$ cat src/rtl/pd_pkg.sv
package pd_pkg;

    typedef enum logic {
        PD_AWAKE  = 1'b0,
        PD_ASLEEP = 1'b1
    } pd_mode_e;

    // Counter width able to hold values 0 .. n-1, never below one bit.
    function automatic int unsigned cnt_w(input int unsigned n);
        return (n > 1) ? $clog2(n) : 1;
    endfunction

endpackage

$ cat src/rtl/pd_activity_det.sv
module pd_activity_det #(
    parameter int unsigned W = 27
) (
    input  logic         clk,
    input  logic         rst_n,
    input  logic [W-1:0] sample,
    output logic         primed,
    output logic         activity
);

    typedef struct packed {
        logic [W-1:0] prev;
        logic         primed;
    } det_st_t;

    det_st_t      st_d, st_q;
    logic [W-1:0] bit_chg;

    // Per-bit transition detect against the previous sample.
    for (genvar g = 0; g < W; g++) begin : g_bit
        assign bit_chg[g] = sample[g] ^ st_q.prev[g];
    end

    always_comb begin
        st_d        = st_q;
        st_d.prev   = sample;
        st_d.primed = 1'b1;
        primed      = st_q.primed;
        activity    = st_q.primed & (|bit_chg);
    end

    always_ff @(posedge clk or negedge rst_n) begin
        if (!rst_n) begin
            st_q <= '0;
        end else begin
            st_q <= st_d;
        end
    end

endmodule

$ cat src/rtl/pd_quiet_timer.sv
module pd_quiet_timer #(
    parameter int unsigned LIMIT = 4
) (
    input  logic clk,
    input  logic rst_n,
    input  logic run,
    input  logic clr,
    output logic expire
);

    localparam int unsigned CW = pd_pkg::cnt_w(LIMIT);
    localparam logic [CW-1:0] LAST = CW'(LIMIT - 1);

    typedef struct packed {
        logic [CW-1:0] cnt;
    } qt_st_t;

    qt_st_t st_d, st_q;

    always_comb begin
        st_d   = st_q;
        expire = run && !clr && (st_q.cnt == LAST);
        if (clr || !run || expire) begin
            st_d.cnt = '0;
        end else begin
            st_d.cnt = st_q.cnt + 1'b1;
        end
    end

    always_ff @(posedge clk or negedge rst_n) begin
        if (!rst_n) begin
            st_q <= '0;
        end else begin
            st_q <= st_d;
        end
    end

endmodule

$ cat src/rtl/pd_wake_timer.sv
module pd_wake_timer #(
    parameter int unsigned LEN = 3
) (
    input  logic clk,
    input  logic rst_n,
    input  logic load,
    input  logic clr,
    output logic busy
);

    localparam int unsigned CW = pd_pkg::cnt_w(LEN + 1);
    localparam logic [CW-1:0] START = CW'(LEN);

    typedef struct packed {
        logic [CW-1:0] cnt;
    } wt_st_t;

    wt_st_t st_d, st_q;

    always_comb begin
        st_d = st_q;
        busy = (st_q.cnt != '0);
        if (clr) begin
            st_d.cnt = '0;
        end else if (load) begin
            st_d.cnt = START;
        end else if (busy) begin
            st_d.cnt = st_q.cnt - 1'b1;
        end
    end

    always_ff @(posedge clk or negedge rst_n) begin
        if (!rst_n) begin
            st_q <= '0;
        end else begin
            st_q <= st_d;
        end
    end

endmodule

$ cat src/rtl/pd_hold_bank.sv
module pd_hold_bank #(
    parameter int unsigned W = 8
) (
    input  logic         clk,
    input  logic         rst_n,
    input  logic         capture,
    input  logic [W-1:0] d,
    output logic [W-1:0] q
);

    typedef struct packed {
        logic [W-1:0] val;
    } hb_st_t;

    hb_st_t st_d, st_q;

    always_comb begin
        st_d = st_q;
        if (capture) begin
            st_d.val = d;
        end
        q = st_q.val;
    end

    always_ff @(posedge clk or negedge rst_n) begin
        if (!rst_n) begin
            st_q <= '0;
        end else begin
            st_q <= st_d;
        end
    end

endmodule

$ cat src/rtl/pd_ctrl.sv
module pd_ctrl #(
    parameter int unsigned N_IN      = 10,
    parameter int unsigned N_IO      = 8,
    parameter int unsigned N_FB      = 8,
    parameter int unsigned N_OUT     = 8,
    parameter int unsigned QUIET_CYC = 4,
    parameter int unsigned WAKE_CYC  = 3
) (
    input  logic             clk,
    input  logic             rst_n,
    input  logic [N_IN-1:0]  in_pins,
    input  logic [N_IO-1:0]  io_pins,
    input  logic             ext_clk,
    input  logic [N_FB-1:0]  fb_sig,
    input  logic [N_OUT-1:0] live_out,
    output logic [N_OUT-1:0] out_q,
    output logic             sleep,
    output logic             wake_pending
);

    import pd_pkg::*;

    localparam int unsigned MON_W = N_IN + N_IO + N_FB + 1;

    typedef struct packed {
        pd_mode_e mode;
    } ctl_st_t;

    ctl_st_t          st_d, st_q;
    logic [MON_W-1:0] mon;
    logic             primed;
    logic             activity;
    logic             expire;
    logic             enter_slp;
    logic             leave_slp;
    logic             awake;
    logic [N_OUT-1:0] held;

    assign mon = {fb_sig, io_pins, ext_clk, in_pins};

    pd_activity_det #(.W(MON_W)) u_det (
        .clk      (clk),
        .rst_n    (rst_n),
        .sample   (mon),
        .primed   (primed),
        .activity (activity)
    );

    pd_quiet_timer #(.LIMIT(QUIET_CYC)) u_quiet (
        .clk    (clk),
        .rst_n  (rst_n),
        .run    (awake),
        .clr    (activity | ~primed),
        .expire (expire)
    );

    pd_wake_timer #(.LEN(WAKE_CYC)) u_wake (
        .clk   (clk),
        .rst_n (rst_n),
        .load  (leave_slp),
        .clr   (enter_slp),
        .busy  (wake_pending)
    );

    pd_hold_bank #(.W(N_OUT)) u_hold (
        .clk     (clk),
        .rst_n   (rst_n),
        .capture (enter_slp),
        .d       (live_out),
        .q       (held)
    );

    always_comb begin
        st_d      = st_q;
        awake     = (st_q.mode == PD_AWAKE);
        enter_slp = awake && expire;
        leave_slp = !awake && activity;
        if (enter_slp) begin
            st_d.mode = PD_ASLEEP;
        end else if (leave_slp) begin
            st_d.mode = PD_AWAKE;
        end
        sleep = !awake;
        out_q = awake ? live_out : held;
    end

    always_ff @(posedge clk or negedge rst_n) begin
        if (!rst_n) begin
            st_q.mode <= PD_AWAKE;
        end else begin
            st_q <= st_d;
        end
    end

endmodule

$ cat config.mk
export PLATFORM = sky130hd
export DESIGN_NAME = pd_ctrl
export DESIGN_NICKNAME = d
export VERILOG_FILES = /design/src/rtl/pd_pkg.sv /design/src/rtl/pd_activity_det.sv /design/src/rtl/pd_quiet_timer.sv /design/src/rtl/pd_wake_timer.sv /design/src/rtl/pd_hold_bank.sv /design/src/rtl/pd_ctrl.sv
export SDC_FILE = /design/constraint.sdc
export NUM_CORES = 1
export LEC_CHECK = 0
export CAP_MARGIN = 5
export CORE_MARGIN = 1
export CORE_UTILIZATION = 50
export DETAILED_ROUTE_END_ITERATION = 12
export PLACE_DENSITY = 0.87
export SYNTH_ARGS = -nofsm -noshare
export SYNTH_HDL_FRONTEND = slang
export SYNTH_SLANG_ARGS = --single-unit
$ cat constraint.sdc
create_clock -name clk -period 5.22 [get_ports clk]
set_input_delay 1.044 -clock clk [delete_from_list [all_inputs] [get_ports clk]]
set_output_delay 1.044 -clock clk [all_outputs]
set_load 0.1 [all_outputs]
==> run summary, run 1 <==
timing endpoint of the critical path - out_q[6]
die area - 3542 sq um
area grow syn2layout - 33.96%
r2r setup slk - 2970 ps
post-DR vias/cell - 4.958
placed instance area - 2161 sq um
Worst Skew - 10.71 ps
largest net degree at the start of global routing - 42
clock sink count - 41
final worst-path cycle share - 73.95%
Sequential cell area - 1026 sq um
Mapped Cells - 117
via count - 1056
Synth Warn # - 0
Ports - 47
WL per Instance - 13.48 um
core area - 3103 sq um
setup TNS - 0 ps
global-route wire length before repair - 4781 um
post-synth top area share - 62.03%
Worst Setup SP - live_out[6]
GR met1 Demand/Resource - 19.59%
Slew HR - 34.27%
Nets - 208
top cells by area, synth - dfrtp_1, xor2_1, mux2_2, nor4_1, xnor2_1
PortBufs - 46
Hold WC Path Type - register to register
r2r endpoint - u_hold.q[3]
post_cts resized - 0
WP buf/inv - 2
worst r2r src - u_det.st_q[23]
register area share after synthesis - 62.03%
Crit-path slowest cell - clkdlybuf4s50_1
count leader, synth - dfrtp_1
Site Rows - 20
DR DRC count - 0
starting DRC count in detailed routing - 29
chip width - 59.52 um
Starting Density - 53.31%
clock buffer depth - 2
Multi-input gate area - 609.3 sq um
crit-path max FO - 2
Period minus WS final - 3860 ps
max-cap viol count - 0
diode count - 0
WP depth - 3
Worst setup EP type - primary output
fill count - 228
pwr dens - 292.0 nW/um^2
initial antenna violation count - 0
leading area contributor after synthesis - dfrtp_1
LEAKAGE - 0.9839 nW
TritonRoute pass-1 iters - 3
Critical Path Max Stage Delay - 1130 ps
post-route ant nets - 0
CTS tree - built
H-Tree Depth - 2
Die Y - 59.52 um
Mapped Nets - 156
met3 Use GR - 6.769%
Commonest cells post-synth - dfrtp_1, xor2_1, mux2_2, nor4_1
Max VDD drop - 0.1706 mV
most used cell, CP - clkdlybuf4s50_1
Design Area, Final - 2216 sq um
postcts setup bufs - 0
ys flop type - dfrtp_1
WP data arrival - 2820 ps
Max Slew Vio Count - 0
RSZ-0062 raised after global routing - false
share of post-route cells with drive strength above 1 - 14.20%
grt peak-use layer - met2
status - finished clean
Final setup viols - 0
Critical Path RT - 4180 ps
cts hold-fix bufs - 0
R2R cell count - 5
kind of cell adding the most delay to the critical path - buffers and inverters
vias in the first global route - 1140
aggregate global routing overflow - 0
WL final - 2871 um
Post-Syn Area - 1654 sq um
worst-path cell chain - clkdlybuf4s50_1, mux2_2, clkdlybuf4s50_1
gpl congestion - 0.6788
Netlist cell types - 19
fmax - 259.1 MHz
Mapped Avg Cell Area - 14.14 sq um
CTS clk-pin slew, worst paths - 110 ps
met2 Use GR - 34.67%
total track usage - 19.17%
worst skew pair latency - 350 ps
Worst Tran Pin Value - 982.9 ps
CP startpoint kind - input pin
root buffer cell - clkbuf_4
Fin. Hold Viols - 0
EDFF count, synth - 0
Yosys reg bits - 41
DPL Wire Length - 2218 um
critical path class - input pin to primary output
Post-synth ARST share - 100.0%
CTS buffer count - 5
-- cells by family after synthesis --
family | count (synthesis) | share of synthesized area [%]
xor+xnor | 28 | 14.83
buf+inv | 5 | 1.134
simple gates | 19 | 7.413
fa+ha+maj | 2 | 1.513
other cells | 1 | 0.2267
mux | 16 | 10.89
flops | 41 | 62.03
compound gates | 5 | 1.967
-- layout by cell type, fill, tap and decap left out, drive strengths merged --
cell | synthesis | layout
inv | 4 | 4
xnor2 | 3 | 3
a21oi | 3 | 3
buf | 0 | 1
dfrtp | 41 | 41
o2bb2ai | 2 | 2
xor2 | 25 | 25
or3 | 1 | 1
nor4b | 2 | 2
clkdlybuf4s50 | 0 | 45
nor4 | 7 | 7
clkbuf | 1 | 7
ha | 2 | 2
nand2 | 4 | 4
nand3 | 1 | 1
nand2b | 1 | 1
nand4 | 1 | 1
nor2 | 2 | 2
conb | 1 | 1
mux2 | 16 | 16
-- layer usage --
layer	part of all wire [%]	routed length, um	up-vias
li1	-	-	504
met1	39	1106	511
met2	53	1534	32
met3	5.7	164	9
met4	2.3	65	0
met5	0	0	-
-- sequential cells by signal (all words and copies together), names as in the netlist --
name,count
sleep,1
u_det.primed,1
u_hold.q,8
u_wake.st_q,2
u_quiet.st_q,2
u_det.st_q,27
-- cell type report --
type | instances | share of cell area [%]
Multi-Input combinational cell | 71 | 27.50
Tap cell | 44 | 2.484
Sequential cell | 41 | 46.30
Inverter | 4 | 0.6776
Clock buffer | 7 | 2.484
Timing Repair Buffer | 46 | 20.55
-- where the power goes --
group	total [mW]	switching (mW)	internal [mW]
Sequential	0.343	0.00821	0.334
Clock	0.158	0.0947	0.0636
Combinational	0.146	0.0854	0.0608
Total	0.647	0.188	0.459
-- worst min path at each step --
stage / startpoint / end / slack, ps / cells after the start
4_1_cts: u_quiet.st_q[0] / u_quiet.st_q[0] / 450 / 1
3_3_place_gp: u_quiet.st_q[0] / u_quiet.st_q[0] / 430 / 1
2_1_floorplan: u_quiet.st_q[0] / u_quiet.st_q[0] / 420 / 1
3_5_place_dp: u_quiet.st_q[0] / u_quiet.st_q[0] / 440 / 1
6_report: u_quiet.st_q[0] / u_quiet.st_q[0] / 450 / 1
5_1_grt: u_quiet.st_q[0] / u_quiet.st_q[0] / 480 / 1
-- through the flow --
| stage | setup slack [ps] | utilization [%] | hold WS [ps] | total power [mW] | std cells |
|---|---|---|---|---|---|
| finish | 1360 | 71.41 | 451.8 | 0.6470 | 213 |
| global route | 1333 | 71.41 | 482.4 | 0.6773 | 213 |
| CTS | 1362 | 71.41 | 454.6 | 0.6538 | 213 |
| detailed placement | 1374 | 69.64 | 439.1 | 0.4965 | 206 |
| global placement | 1361 | 69.64 | 426.8 | 0.4904 | 206 |
| floorplan | 2282 | - | 417.8 | 0.4389 | 117 |
(Power assumes the default switching activity.)
==> run 2, diff against run 1 <==
--- a/config.mk
+++ b/config.mk
@@ -7,9 +7,9 @@
 export LEC_CHECK = 0
 export CAP_MARGIN = 5
 export CORE_MARGIN = 1
-export CORE_UTILIZATION = 50
+export CORE_UTILIZATION = 46
 export DETAILED_ROUTE_END_ITERATION = 12
-export PLACE_DENSITY = 0.87
+export PLACE_DENSITY = 0.82
 export SYNTH_ARGS = -nofsm -noshare
 export SYNTH_HDL_FRONTEND = slang
 export SYNTH_SLANG_ARGS = --single-unit
==> constraint.sdc (replaced) <==
create_clock -name clk -period 3.7 [get_ports clk]
set_input_delay 0.74 -clock clk [delete_from_list [all_inputs] [get_ports clk]]
set_output_delay 0.74 -clock clk [all_outputs]
set_load 0.1 [all_outputs]
==> run summary, run 2 (synthesized netlist as in run 1, its figures left out) <==
worst skew pair latency - 350 ps (about the same)
cts hold-fix bufs - 0 (unchanged)
RSZ-0062 raised after global routing - false (unchanged)
die area - 3840 sq um (was 3542 sq um)
max-cap viol count - 0 (unchanged)
Final setup viols - 0 (unchanged)
post_cts resized - 0 (unchanged)
CTS buffer count - 5 (unchanged)
Sequential cell area - 1026 sq um (unchanged)
PortBufs - 46 (unchanged)
Ports - 47 (unchanged)
WL final - 2878 um (was 2871 um)
Worst Skew - 10.53 ps (was 10.71 ps)
core area - 3390 sq um (was 3103 sq um)
fmax - 372.8 MHz
Die Y - 61.97 um (was 59.52 um)
diode count - 0 (unchanged)
global-route wire length before repair - 4505 um (was 4781 um)
Worst Setup SP - in_pins[6] (was live_out[6])
Min-Delay Startpoint - u_quiet.st_q[0] (unchanged)
Nets - 208 (unchanged)
clock sink count - 41 (unchanged)
share of post-route cells with drive strength above 1 - 20.59% (was 14.20%)
H-Tree Depth - 2 (unchanged)
starting DRC count in detailed routing - 15 (was 29)
Worst setup EP type - register (was primary output)
initial antenna violation count - 0 (unchanged)
Critical Path Max Stage Delay - 620 ps (was 1130 ps)
Hold WC Path Type - register to register (unchanged)
postcts setup bufs - 0 (unchanged)
Fin. Hold Viols - 0 (unchanged)
via count - 1063 (was 1056)
most common cell after layout, fill and taps aside - dfrtp_1 (was clkdlybuf4s50_1)
Final WS setup - 1017 ps (was 1360 ps)
DPL Wire Length - 2130 um (was 2218 um)
CTS tree - built (unchanged)
WL per Instance - 13.32 um (was 13.48 um)
gpl congestion - 0.6899 (was 0.6788)
aggregate global routing overflow - 0 (unchanged)
clock buffer depth - 2 (unchanged)
final worst-path cycle share - 72.50%
pwr dens - 446.2 nW/um^2 (was 292.0 nW/um^2)
Crit-path slowest cell - nor4b_4 (was clkdlybuf4s50_1)
vias in the first global route - 1019 (was 1140)
area grow syn2layout - 34.42% (was 33.96%)
worst r2r src - u_det.st_q[7] (was u_det.st_q[23])
LEAKAGE - 1.007 nW (was 0.9839 nW)
Max Slew Vio Count - 0 (unchanged)
placed instance area - 2138 sq um (was 2161 sq um)
Max VDD drop - 0.2960 mV (was 0.1706 mV)
Critical Path RT - 3940 ps (was 4180 ps)
worst-path cell chain - clkdlybuf4s50_1, xor2_1, nor4_1, nand4_1, nor4b_4, mux2_2 (was clkdlybuf4s50_1, mux2_2, clkdlybuf4s50_1)
fill count - 261 (was 228)
Slew HR - 40.97% (was 34.27%)
root buffer cell - clkbuf_4 (unchanged)
Setup Slack @ Placement - 633.1 ps (was 1374 ps)
status - finished clean (unchanged)
post-route ant nets - 0 (unchanged)
crit-path max FO - 8 (was 2)
CP startpoint kind - input pin (unchanged)
chip width - 61.97 um (was 59.52 um)
setup TNS - 0 ps (unchanged)
DR DRC count - 0 (unchanged)
CTS clk-pin slew, worst paths - 120 ps (was 110 ps)
largest net degree at the start of global routing - 42 (unchanged)
Starting Density - 48.80% (was 53.31%)
Largest Register - u_det.st_q (unchanged)
critical path class - input pin to register (was input pin to primary output)
Multi-input gate area - 609.3 sq um (unchanged)
post-DR vias/cell - 4.921 (was 4.958)
Site Rows - 21 (was 20)
total track usage - 17.06% (was 19.17%)
Worst Tran Pin Value - 885.5 ps (was 982.9 ps)
Design Area, Final - 2223 sq um (was 2216 sq um)
commonest non-fill, non-tap cells in the layout - dfrtp_1, clkdlybuf4s50_1, xor2_1, mux2_2, buf_4 (was clkdlybuf4s50_1, dfrtp_1, xor2_1, mux2_2, nor4_1)
TritonRoute pass-1 iters - 5 (was 3)
WP data arrival - 2920 ps (was 2820 ps)
Period minus WS final - 2683 ps
max reg flops - 27 (unchanged)
==> run 2: cell types whose count changed in the layout (fill, tap and decap cells not counted) <==
cell and delta:
bufinv_16 +1, clkdlybuf4s50_1 -10, buf_4 +10
==> run 2: area by class of cell <==
type,count,share of cell area (%)
inverter,4,0.6753
timing repair buffer,46,19.36
multi-input combinational,71,27.41
clock inverter,1,1.351
tap,46,2.589
sequential,41,46.15
clock buffer,7,2.476
==> run 2: per-stage QoR <==
stage | hold WS, ps | util (%) | instances | power [mW]
after CTS | 461.9 | 65.60 | 216 | 0.9990
after global placement | 430.2 | 63.09 | 208 | 0.6916
after detailed placement | 444.8 | 63.09 | 208 | 0.6983
final | 469.1 | 65.60 | 216 | 0.9920
after global routing | 491.4 | 65.60 | 216 | 1.034
after floorplan | 417.8 | - | 117 | 0.6192
==> run 2: layer usage <==
metal / GRT usage (%) / wire [um]
met5: 0 / 0
met3: 6.832 / 143
met2: 27.66 / 1474
met4: 6.667 / 51
met1: 20.38 / 1208
==> run 2: worst paths after layout <==
check                                       end  slack [ps]  cells after the start
worst min register to register  u_quiet.st_q[0]         470                      1
max in group asynchronous        u_det.st_q[20]        2650                      1
worst max-delay path                u_hold.q[7]        1020                      6
worst min-delay path            u_quiet.st_q[0]         470                      1
worst max register to register      u_hold.q[7]        1440                      5
min in group asynchronous        u_det.st_q[17]         490                      1
==> run 2: power breakdown <==
part           total, mW  internal (mW)  switching, mW  leakage, nW
clock network      0.304          0.161          0.143       0.0455
registers          0.484          0.472         0.0119        0.503
logic              0.204         0.0831          0.121        0.459
total              0.992          0.716          0.276         1.01
==> run 2: critical path: cells and delay by family <==
kind | cells | cell delay [ps]
xor+xnor | 1 | 160
buf+inv | 1 | 440
mux | 1 | 400
simple gates | 3 | 1180
